File: src/rtl/b3_line_pkg.sv
`timescale 1ns/1ps
package b3_line_pkg;

   // Rail pair {neg, pos}
   typedef enum logic [1:0] {
      LS_SPACE = 2'b00,
      LS_POS   = 2'b01,
      LS_NEG   = 2'b10,
      LS_DUAL  = 2'b11
   } line_sym_e;

   // Substitution length per line code; also the data latency in edges
   localparam int unsigned DS3_SPAN = 3;
   localparam int unsigned E3_SPAN  = 4;
   // Raw symbols kept behind the current one for shape matching
   localparam int unsigned HIST_LEN = E3_SPAN - 1;

   function automatic logic sym_polar(input line_sym_e s);
      return (s == LS_POS) || (s == LS_NEG);
   endfunction

endpackage

File: src/rtl/b3_rail_sampler.sv
`timescale 1ns/1ps
module b3_rail_sampler
   import b3_line_pkg::*;
#(
   parameter int unsigned HIST = HIST_LEN
)(
   input  logic      clk,
   input  logic      rst_n,
   input  logic      pos_i,
   input  logic      neg_i,
   output line_sym_e cur_sym_o,
   output line_sym_e hist_o [HIST]
);

   line_sym_e hist_q [HIST];
   line_sym_e hist_d [HIST];

   assign cur_sym_o = line_sym_e'({neg_i, pos_i});

   for (genvar g = 0; g < HIST; g++) begin : g_tap
      if (g == 0) begin : g_head
         assign hist_d[g] = cur_sym_o;
      end else begin : g_body
         assign hist_d[g] = hist_q[g-1];
      end
      assign hist_o[g] = hist_q[g];
   end

   always_ff @(posedge clk or negedge rst_n) begin
      if (!rst_n) begin
         for (int i = 0; i < HIST; i++) hist_q[i] <= LS_SPACE;
      end else begin
         for (int i = 0; i < HIST; i++) hist_q[i] <= hist_d[i];
      end
   end

endmodule

File: src/rtl/b3_viol_engine.sv
`timescale 1ns/1ps
module b3_viol_engine
   import b3_line_pkg::*;
#(
   parameter int unsigned ZRUN_LIM = 3,
   parameter int unsigned HIST     = HIST_LEN
)(
   input  logic      clk,
   input  logic      rst_n,
   input  logic      e3_i,
   input  logic      ami_i,
   input  line_sym_e cur_sym_i,
   input  line_sym_e hist_i [HIST],
   output logic      kill_o,
   output logic      inc_o
);

   localparam int unsigned ZW        = $clog2(ZRUN_LIM + 1);
   localparam logic [ZW-1:0] ZRUN_TOP  = ZW'(ZRUN_LIM);
   localparam logic [ZW-1:0] ZRUN_EDGE = ZW'(ZRUN_LIM - 1);

   if (HIST < 3) begin : g_bad_hist
      $error("b3_viol_engine: history must hold at least three symbols");
   end

   logic          pol_vld_q, last_neg_q, odd_q;
   logic          vio_vld_q, vio_neg_q;
   logic [ZW-1:0] zrun_q;

   logic cur_polar, cur_neg, cur_space;
   logic bpv, ds3_shape, e3_shape, sig, zrun_hit;
   logic inc_ds3, inc_e3;

   always_comb begin
      cur_polar = sym_polar(cur_sym_i);
      cur_neg   = (cur_sym_i == LS_NEG);
      cur_space = (cur_sym_i == LS_SPACE);
      // repeated polarity against the last polar mark
      bpv       = cur_polar && pol_vld_q && (cur_neg == last_neg_q);
      // zero-zero-V or mark-zero-V
      ds3_shape = (hist_i[0] == LS_SPACE) &&
                  ((hist_i[1] == LS_SPACE) || sym_polar(hist_i[1]));
      // zero-zero-zero-V or mark-zero-zero-V
      e3_shape  = (hist_i[0] == LS_SPACE) && (hist_i[1] == LS_SPACE) &&
                  ((hist_i[2] == LS_SPACE) || sym_polar(hist_i[2]));
      sig       = !ami_i && bpv && (e3_i ? e3_shape : ds3_shape);
      zrun_hit  = cur_space && (zrun_q == ZRUN_EDGE);
      // odd_q already includes a leading mark, so a correct type of either
      // form always meets an odd parity here
      inc_ds3   = (bpv && !sig) || (sig && !odd_q) || zrun_hit;
      inc_e3    = bpv && vio_vld_q && (cur_neg == vio_neg_q);
      if (ami_i)     inc_o = bpv;
      else if (e3_i) inc_o = inc_e3;
      else           inc_o = inc_ds3;
   end

   assign kill_o = sig;

   always_ff @(posedge clk or negedge rst_n) begin
      if (!rst_n) begin
         pol_vld_q  <= 1'b0;
         last_neg_q <= 1'b0;
         odd_q      <= 1'b0;
         vio_vld_q  <= 1'b0;
         vio_neg_q  <= 1'b0;
         zrun_q     <= '0;
      end else begin
         if (cur_polar) begin
            pol_vld_q  <= 1'b1;
            last_neg_q <= cur_neg;
         end
         if (sig)            odd_q <= 1'b0;
         else if (cur_polar) odd_q <= ~odd_q;
         if (!cur_space)               zrun_q <= '0;
         else if (zrun_q != ZRUN_TOP)  zrun_q <= zrun_q + 1'b1;
         if (bpv) begin
            vio_vld_q <= 1'b1;
            vio_neg_q <= cur_neg;
         end
      end
   end

endmodule

File: src/rtl/b3_mark_window.sv
`timescale 1ns/1ps
module b3_mark_window #(
   parameter int unsigned DS3_TAP = 3,
   parameter int unsigned E3_TAP  = 4
)(
   input  logic clk,
   input  logic rst_n,
   input  logic mark_i,
   input  logic kill_i,
   input  logic e3_i,
   output logic data_o
);

   localparam int unsigned DEPTH = (E3_TAP > DS3_TAP) ? E3_TAP : DS3_TAP;

   if (DS3_TAP < 2 || E3_TAP < 2) begin : g_bad_tap
      $error("b3_mark_window: taps must be at least two");
   end

   logic [DEPTH-1:0] win_q;
   logic [DEPTH-1:0] win_d;

   for (genvar g = 0; g < DEPTH; g++) begin : g_cell
      logic clr;
      logic nxt;
      if (g < DS3_TAP && g < E3_TAP) begin : g_any
         assign clr = kill_i;
      end else if (g < E3_TAP) begin : g_e3
         assign clr = kill_i && e3_i;
      end else begin : g_ds3
         assign clr = kill_i && !e3_i;
      end
      if (g == 0) begin : g_in
         assign nxt = mark_i;
      end else begin : g_sh
         assign nxt = win_q[g-1];
      end
      assign win_d[g] = clr ? 1'b0 : nxt;
   end

   always_ff @(posedge clk or negedge rst_n) begin
      if (!rst_n) win_q <= '0;
      else        win_q <= win_d;
   end

   assign data_o = e3_i ? win_q[E3_TAP-1] : win_q[DS3_TAP-1];

endmodule

File: src/rtl/b3_sat_counter.sv
`timescale 1ns/1ps
module b3_sat_counter #(
   parameter int unsigned W = 16
)(
   input  logic         clk,
   input  logic         rst_n,
   input  logic         inc_i,
   input  logic         rd_i,
   output logic [W-1:0] cnt_o
);

   localparam logic [W-1:0] TOP = '1;

   logic [W-1:0] cnt_q;

   always_ff @(posedge clk or negedge rst_n) begin
      if (!rst_n)                      cnt_q <= '0;
      else if (rd_i)                   cnt_q <= {{(W-1){1'b0}}, inc_i};
      else if (inc_i && cnt_q != TOP)  cnt_q <= cnt_q + 1'b1;
   end

   assign cnt_o = cnt_q;

endmodule

File: src/rtl/b3zs_hdb3_decoder.sv
`timescale 1ns/1ps
module b3zs_hdb3_decoder
   import b3_line_pkg::*;
#(
   parameter int unsigned CNT_W    = 16,
   parameter int unsigned ZRUN_LIM = 3
)(
   input  logic             clk,
   input  logic             rst_n,
   input  logic             pos_i,
   input  logic             neg_i,
   input  logic             e3_mode_i,
   input  logic             ami_i,
   input  logic             rd_i,
   output logic             data_o,
   output logic [CNT_W-1:0] cnt_o
);

   if (CNT_W < 2) begin : g_bad_cnt
      $error("b3zs_hdb3_decoder: counter width too small");
   end
   if (ZRUN_LIM < 2) begin : g_bad_zrun
      $error("b3zs_hdb3_decoder: zero-run limit must be at least two");
   end

   line_sym_e cur_sym;
   line_sym_e hist [HIST_LEN];
   logic      sig_kill;
   logic      cnt_inc;
   logic      line_mark;

   assign line_mark = (cur_sym != LS_SPACE);

   b3_rail_sampler #(.HIST(HIST_LEN)) u_sampler (
      .clk       (clk),
      .rst_n     (rst_n),
      .pos_i     (pos_i),
      .neg_i     (neg_i),
      .cur_sym_o (cur_sym),
      .hist_o    (hist)
   );

   b3_viol_engine #(.ZRUN_LIM(ZRUN_LIM), .HIST(HIST_LEN)) u_engine (
      .clk       (clk),
      .rst_n     (rst_n),
      .e3_i      (e3_mode_i),
      .ami_i     (ami_i),
      .cur_sym_i (cur_sym),
      .hist_i    (hist),
      .kill_o    (sig_kill),
      .inc_o     (cnt_inc)
   );

   b3_mark_window #(.DS3_TAP(DS3_SPAN), .E3_TAP(E3_SPAN)) u_window (
      .clk    (clk),
      .rst_n  (rst_n),
      .mark_i (line_mark),
      .kill_i (sig_kill),
      .e3_i   (e3_mode_i),
      .data_o (data_o)
   );

   b3_sat_counter #(.W(CNT_W)) u_count (
      .clk   (clk),
      .rst_n (rst_n),
      .inc_i (cnt_inc),
      .rd_i  (rd_i),
      .cnt_o (cnt_o)
   );

endmodule

File: config.mk
export PLATFORM = sky130hd
export DESIGN_NAME = b3zs_hdb3_decoder
export DESIGN_NICKNAME = d
export VERILOG_FILES = /design/src/rtl/b3_line_pkg.sv /design/src/rtl/b3_rail_sampler.sv /design/src/rtl/b3_viol_engine.sv /design/src/rtl/b3_mark_window.sv /design/src/rtl/b3_sat_counter.sv /design/src/rtl/b3zs_hdb3_decoder.sv
export SDC_FILE = /design/constraint.sdc
export NUM_CORES = 1
export LEC_CHECK = 0
export ABC_AREA = 1
export BUFFER_PORTS_ARGS = -buffer_cell sky130_fd_sc_hd__buf_2
export CAP_MARGIN = 20
export CORE_AREA = 4 4 76 50
export DETAILED_ROUTE_END_ITERATION = 6
export DIE_AREA = 0 0 80 54
export GPL_TIMING_DRIVEN = 0
export HOLD_SLACK_MARGIN = 0.05
export PLACE_DENSITY = 0.91
export SETUP_SLACK_MARGIN = 0.02
export SLEW_MARGIN = 20
export SYNTH_ARGS = -nofsm -noshare
export SYNTH_HDL_FRONTEND = slang
export SYNTH_HIERARCHICAL = 1
export SYNTH_SLANG_ARGS = --single-unit
export TNS_END_PERCENT = 30
File: constraint.sdc
create_clock -name clk -period 3.98 [get_ports clk]
set_input_delay 0.199 -clock clk [delete_from_list [all_inputs] [get_ports clk]]
set_output_delay 0.199 -clock clk [all_outputs]
set_load 0.02 [all_outputs]
# == Yosys cells after proc, flatten, opt, wreduce, memory -nomap -nowiden ==
# Cells that the tools add are included.
# word_totals
register_bits,33
in_bits,7
output_inout_bits,17
# classes
addsub,2
n_eq_ne,12
muxes,14
bitwise_logic,1
n_reduce_logical,31
# ops
cell,count
$mux W16,2
$add A16 B1 Y16 const B,1
$ne A16 B16 Y1 const B,1
$logic_and A1 B1 Y1,14
$mux W1,10
$eq A2 B2 Y1 const B,4
$logic_not A2 Y1,4
$logic_or A1 B1 Y1,7
$eq A2 B1 Y1 const B,3
$reduce_bool A2 Y1,3
$mux W2,2
$ne A2 B2 Y1 const B,2
$logic_not A1 Y1,3
$add A2 B1 Y2 const B,1
$eq A1 B1 Y1,2
$not A1 Y1,1

# == Longest topological paths before layout ==
# depth
depth_word,15
ltp_mapped,20
ltp_nobuf,19

# == Cells and area by module ==
# Netlist, hierarchy kept.
# modules_own_cells
mod,n_inst,cells_each,area_per_inst_um2
b3_sat_counter,1,149,1021.0
b3_viol_engine,1,63,478.0
b3_rail_sampler,1,8,165.2
b3_mark_window,1,16,146.4
b3zs_hdb3_decoder,1,3,11.3

# == Worst setup path after synthesis ==
# OpenSTA, ideal clock, no wires.
# synth_path
path_kind,input -> register
from,input pos_i
to,register u_count.cnt_q[0] (netlist: u_count/cnt_o[0])
setup_ps,119
arrival_ps,1856
t_required_ps,3861
slack_ps,2005
stages,19
n_path_buf,2
path_cell_list,buf_4 > inv_1 > ha_1 > nand2_1 > clkinv_1 > nand3_4 > nor2_2 > nand3_1 > nand2_1 > nand2_1 > nand2_1 > nand2_1 > nand2_1 > clkinv_1 > o21ai_2 > inv_2 > buf_6 > nand2_1 > nand2_1
# synth_via
elab_chain_len,14
# synth_lines
item,line_no,text
from (decl),b3zs_hdb3_decoder.sv:10,"input logic pos_i,"
$eq A2 B1 Y1 / $eq A2 B2 Y1 (equally long branches),b3_line_pkg.sv:19,return (s == LS_POS) || (s == LS_NEG);
$logic_or A1 B1 Y1 *,b3_line_pkg.sv:19,
via u_engine.cur_polar,b3_viol_engine.sv:30,"logic cur_polar, cur_neg, cur_space;"
$logic_and A1 B1 Y1 * (2 in series),b3_viol_engine.sv:39,bpv = cur_polar && pol_vld_q && (cur_neg == last_neg_q);
$logic_and A1 B1 Y1 (2 in series),b3_viol_engine.sv:46,sig = !ami_i && bpv && (e3_i ? e3_shape : ds3_shape);
$logic_not A1 Y1,b3_viol_engine.sv:50,inc_ds3 = (bpv && !sig) || (sig && !odd_q) || zrun_hit;
$logic_and A1 B1 Y1,b3_viol_engine.sv:50,
$logic_or A1 B1 Y1 (2 in series),b3_viol_engine.sv:50,
$mux W1,b3_viol_engine.sv:53,else if (e3_i) inc_o = inc_e3;
$mux W1 *,b3_viol_engine.sv:52,if (ami_i) inc_o = bpv;
via cnt_inc,b3zs_hdb3_decoder.sv:29,logic cnt_inc;
$logic_and A1 B1 Y1,b3_sat_counter.sv:19,else if (inc_i && cnt_q != TOP) cnt_q <= cnt_q + 1'b1;
$reduce_bool A2 Y1 (no line),--,
to (signal assigned),b3_sat_counter.sv:18,"else if (rd_i) cnt_q <= {{(W-1){1'b0}}, inc_i};"
to (signal assigned),b3_sat_counter.sv:19,
to (decl),b3_sat_counter.sv:14,logic [W-1:0] cnt_q;
# The timed path passes the listed nets; every way through them passes the cells marked *.
# A chain may end at the register's enable or synchronous reset.

# == Final worst setup path ==
# layout_path
from,input neg_i
to,register u_count.cnt_q[15] (netlist: u_count/cnt_o[15])
# layout_via
elab_chain_len,14
# layout_lines
item,line_no,text
from (decl),b3zs_hdb3_decoder.sv:11,"input logic neg_i,"
$eq A2 B1 Y1 / $eq A2 B2 Y1 (equally long branches),b3_line_pkg.sv:19,
$logic_or A1 B1 Y1 *,b3_line_pkg.sv:19,
via u_engine.cur_polar,b3_viol_engine.sv:30,
$logic_and A1 B1 Y1 * (2 in series),b3_viol_engine.sv:39,
$logic_and A1 B1 Y1 (2 in series),b3_viol_engine.sv:46,
$logic_not A1 Y1,b3_viol_engine.sv:50,
$logic_and A1 B1 Y1,b3_viol_engine.sv:50,
$logic_or A1 B1 Y1 (2 in series),b3_viol_engine.sv:50,
$mux W1,b3_viol_engine.sv:53,
$mux W1 *,b3_viol_engine.sv:52,
via cnt_inc,b3zs_hdb3_decoder.sv:29,
$logic_and A1 B1 Y1 *,b3_sat_counter.sv:19,
$reduce_bool A2 Y1 (no line) *,--,
# Marks and branches as above.

==> results.sh <==
export IMPL_syn_area_sq_um=1822
export IMPL_yosys_area_share_adder_pct=3.434
export IMPL_hold_viol=0
export IMPL_syn_num_nets=251
export IMPL_maxCapViolCount=0
export IMPL_r2r_end="u_count/cnt_o[15]"
export IMPL_die_w_microns=80
export IMPL_yosys_most_used_dff="dfrtp_1"
export IMPL_synth_area_top_cells="dfrtp_1 (45%), nand2_1 (15%), inv_1 (6.2%), nor2_1 (5.8%), nand3_1 (4.4%)"
export IMPL_grt_pass1_wl_microns=6679
export IMPL_path_clk_slew_ns=0.07
export IMPL_tightest_slew_ns=0.7261
export IMPL_cellPowerDensity_nw_per_um2=368.2
export IMPL_rrSetupSlack_ns=1.90
export IMPL_syn_inst=239
export IMPL_crit_arrival_ns=2.95
export IMPL_grt_setup_unrepaired="false"
export IMPL_reg2reg_from="u_engine/last_neg_q"
export IMPL_dp_cells=307
export IMPL_clk_latency_ns=0.29
export IMPL_fp_dieH_microns=54
export IMPL_layout_cells_non_filler=318
export IMPL_rows=16
export IMPL_yosysMostFrequentCell="nand2_1"
export IMPL_pwr_share_clk_pct=35.6
export IMPL_port_buffers=23
export IMPL_synthTopCellsByCount="nand2_1 (73), dfrtp_1 (33), inv_1 (30)"
export IMPL_seqPwrFrac_pct=48.2
export IMPL_irDropWorstVdd_uv=238.7
export IMPL_synth_cell_types=32
export IMPL_synth_edf_count=0
export IMPL_synth_compound_area_share_pct=7.418
export IMPL_power_total_uw=782.2
export IMPL_start_kind="primary input"
export IMPL_place_hpwl_microns=2823
export IMPL_ant_nets=0
export IMPL_p_comb_share_pct=16.3
export IMPL_setup_tns_ns=0
export IMPL_synth_seq_cells=33
export IMPL_ys_seq_area_share_pct=45.33
export IMPL_remaining_drc_errors=0
export IMPL_dr_pass1_iters=4
export IMPL_finalNetCount=284
export IMPL_grt_pass1_vias=1512
export IMPL_initial_core_util_pct=58.33
export IMPL_wl_per_cell_microns=12.26
export IMPL_die_area_sq_um=4320
export IMPL_setup_viol=0
export IMPL_drt_total_wl_microns=3899
export IMPL_drt_first_iter_violations=82
export IMPL_period_share_pct=68.30
export IMPL_async_reset_ff_share_pct=100.0
export IMPL_ys_warn_count=6
export IMPL_p_leak_nw=1.101
export IMPL_fin_crit_ns=2.718
export IMPL_vias=1626
export IMPL_clock_sinks=33
export IMPL_core_area_sq_um=3123
export IMPL_fmax_ghz=0.3679
export IMPL_overflow=0
export IMPL_htreeDepth=2
export IMPL_cts_resized=0
export IMPL_syn_area_per_cell_sq_um=7.622
export IMPL_synth_xor_area_share_pct=1.442
export IMPL_grt_use_total_pct=20.63
export IMPL_path_class="primary input to register"
export IMPL_antenna_cells=0
export IMPL_status="completed"
export IMPL_critical_path_endpoint_type="register"
export IMPL_drive_gt1_share_pct=18.32
export IMPL_grt_max_degree=34
export IMPL_slew_violations=0
export IMPL_netlist_area_leader_share_pct=45.33
export IMPL_cts_tree="built"
export IMPL_slew_headroom_pct=51.59
export IMPL_synth_top_family_by_area="simple AND/OR/NAND/NOR gates"
export IMPL_p_sw_uw=225.6
export IMPL_cp_required_ns=4.21
export IMPL_io_pins=24
export IMPL_area_growth_pct=16.62
export IMPL_holdCritStartpoint="e3_mode_i"
export IMPL_swShare_pct=28.85
export IMPL_crit_fanout=10
export IMPL_synthSimpleGateAreaFrac_pct=33.45
export IMPL_hold_path_end="u_window/win_q[3]"
export IMPL_antenna_found_initial=0
export IMPL_hold_depth=2
export IMPL_yosys_area_top_type="dfrtp_1"
export IMPL_cts_root_buf="clkbuf_8"
export IMPL_gp_congestion=0.8690
export IMPL_clock_path_buffers=2
export IMPL_vias_per_cell=5.113
export IMPL_skew_ns=0.005319
export IMPL_numCtsBuffers=5
export IMPL_hp_class="primary input to register"
export IMPL_internal_power_uw=556.6
export IMPL_synthMuxAreaShare_pct=0
export IMPL_postLayoutCoreUtil_pct=68.03
export IMPL_r2r_cells=15
metal layers:
layer	global-route usage (%)	share of wire (%)	vias to the layer above
li1	-	-	814
met1	27.59	49	744
met2	31.73	42	59
met3	5.351	7.4	9
met4	9.551	1.9	0
met5	0	0	-
cell families (layout without fill, tap and decap cells):
group / Yosys count / after routing
simple gates: 137 / 137
compound gates: 22 / 22
flops: 33 / 33
fa+ha+maj: 5 / 5
xor+xnor: 3 / 3
buf+inv: 39 / 73
power by group through the flow:
stage / sequential [mW] / combinational [mW] / clock [mW]
2_1_floorplan: 0.389 / 0.0749 / 0
3_3_place_gp: 0.381 / 0.119 / 0
3_5_place_dp: 0.382 / 0.125 / 0
4_1_cts: 0.377 / 0.128 / 0.287
5_1_grt: 0.379 / 0.143 / 0.301
6_report: 0.377 / 0.127 / 0.278
through the flow:
stage          cell area [sq um]  setup slack (ns)  hold WS (ns)
2_1_floorplan               1822             2.005      -0.09659
3_3_place_gp                1993             1.572        0.2934
3_5_place_dp                1993             1.548        0.3006
4_1_cts                     2125             1.291        0.1430
5_1_grt                     2125            0.9699        0.1523
6_report                    2125             1.262        0.1553
worst max-delay path, stage by stage:
cell and delay (ns):
dlygate4sd3_1 0.52, buf_2 0.11, buf_4 0.11, inv_1 0.04
ha_1 0.36, nand2_1 0.09, clkinv_1 0.07, nand3_4 0.09
nor2_2 0.09, nand3_1 0.06, nand2_1 0.06, nand2_1 0.05
nand2_1 0.05, nand2_1 0.05, nand2_1 0.16, clkinv_1 0.15
nor2_1 0.21, buf_2 0.28, nand4_1 0.11, nand2_1 0.09
registers in the layout, indices dropped and copies added (netlist names):
register,cells
u_engine/vio_vld_q,1
u_engine/pol_vld_q,1
u_count/cnt_o,16
u_sampler/hist_o,6
u_engine/last_neg_q,1
u_engine/vio_neg_q,1
u_engine/zrun_q,2
u_engine/odd_q,1
u_window/win_q,4
worst max path at each step:
| stage | from | to | slack, ns | cells past startpoint |
|---|---|---|---|---|
| 5_1_grt | pos_i | u_count/cnt_o[7] | 0.97 | 20 |
| 3_5_place_dp | pos_i | u_count/cnt_o[15] | 1.55 | 19 |
| 6_report | neg_i | u_count/cnt_o[15] | 1.26 | 20 |
| 3_3_place_gp | pos_i | u_count/cnt_o[7] | 1.57 | 19 |
| 4_1_cts | pos_i | u_count/cnt_o[7] | 1.29 | 20 |
| 2_1_floorplan | pos_i | u_count/cnt_o[0] | 2.01 | 19 |
final cells by class:
| cell class | count | area [sq um] |
|---|---|---|
| plain buffers | 5 | 35.03 |
| inverters | 34 | 127.6 |
| multi-input cells | 167 | 833.3 |
| fillers | 254 | 998.5 |
| clock buffers | 7 | 96.34 |
| flip-flops and latches | 33 | 825.8 |
| clock inverters | 1 | 5.005 |
| well taps | 45 | 56.30 |
| repair buffers | 26 | 145.1 |
what timing repair did:
item | in CTS | in global routing
buffers inserted | 0 | 0
hold buffers | 3 | 0
endpoints found under the hold margin | 35 | 0
placed cells by master, fill, tap and decap left out, types with 6 or more instances in the layout:
master    count
nand2_1      73
dfrtp_1      33
inv_1        30
nor2_1       28
buf_2        24
nand3_1      16
clkbuf_8      7
a21oi_1       6
nand4_1       6
(Power assumes the default switching activity.)
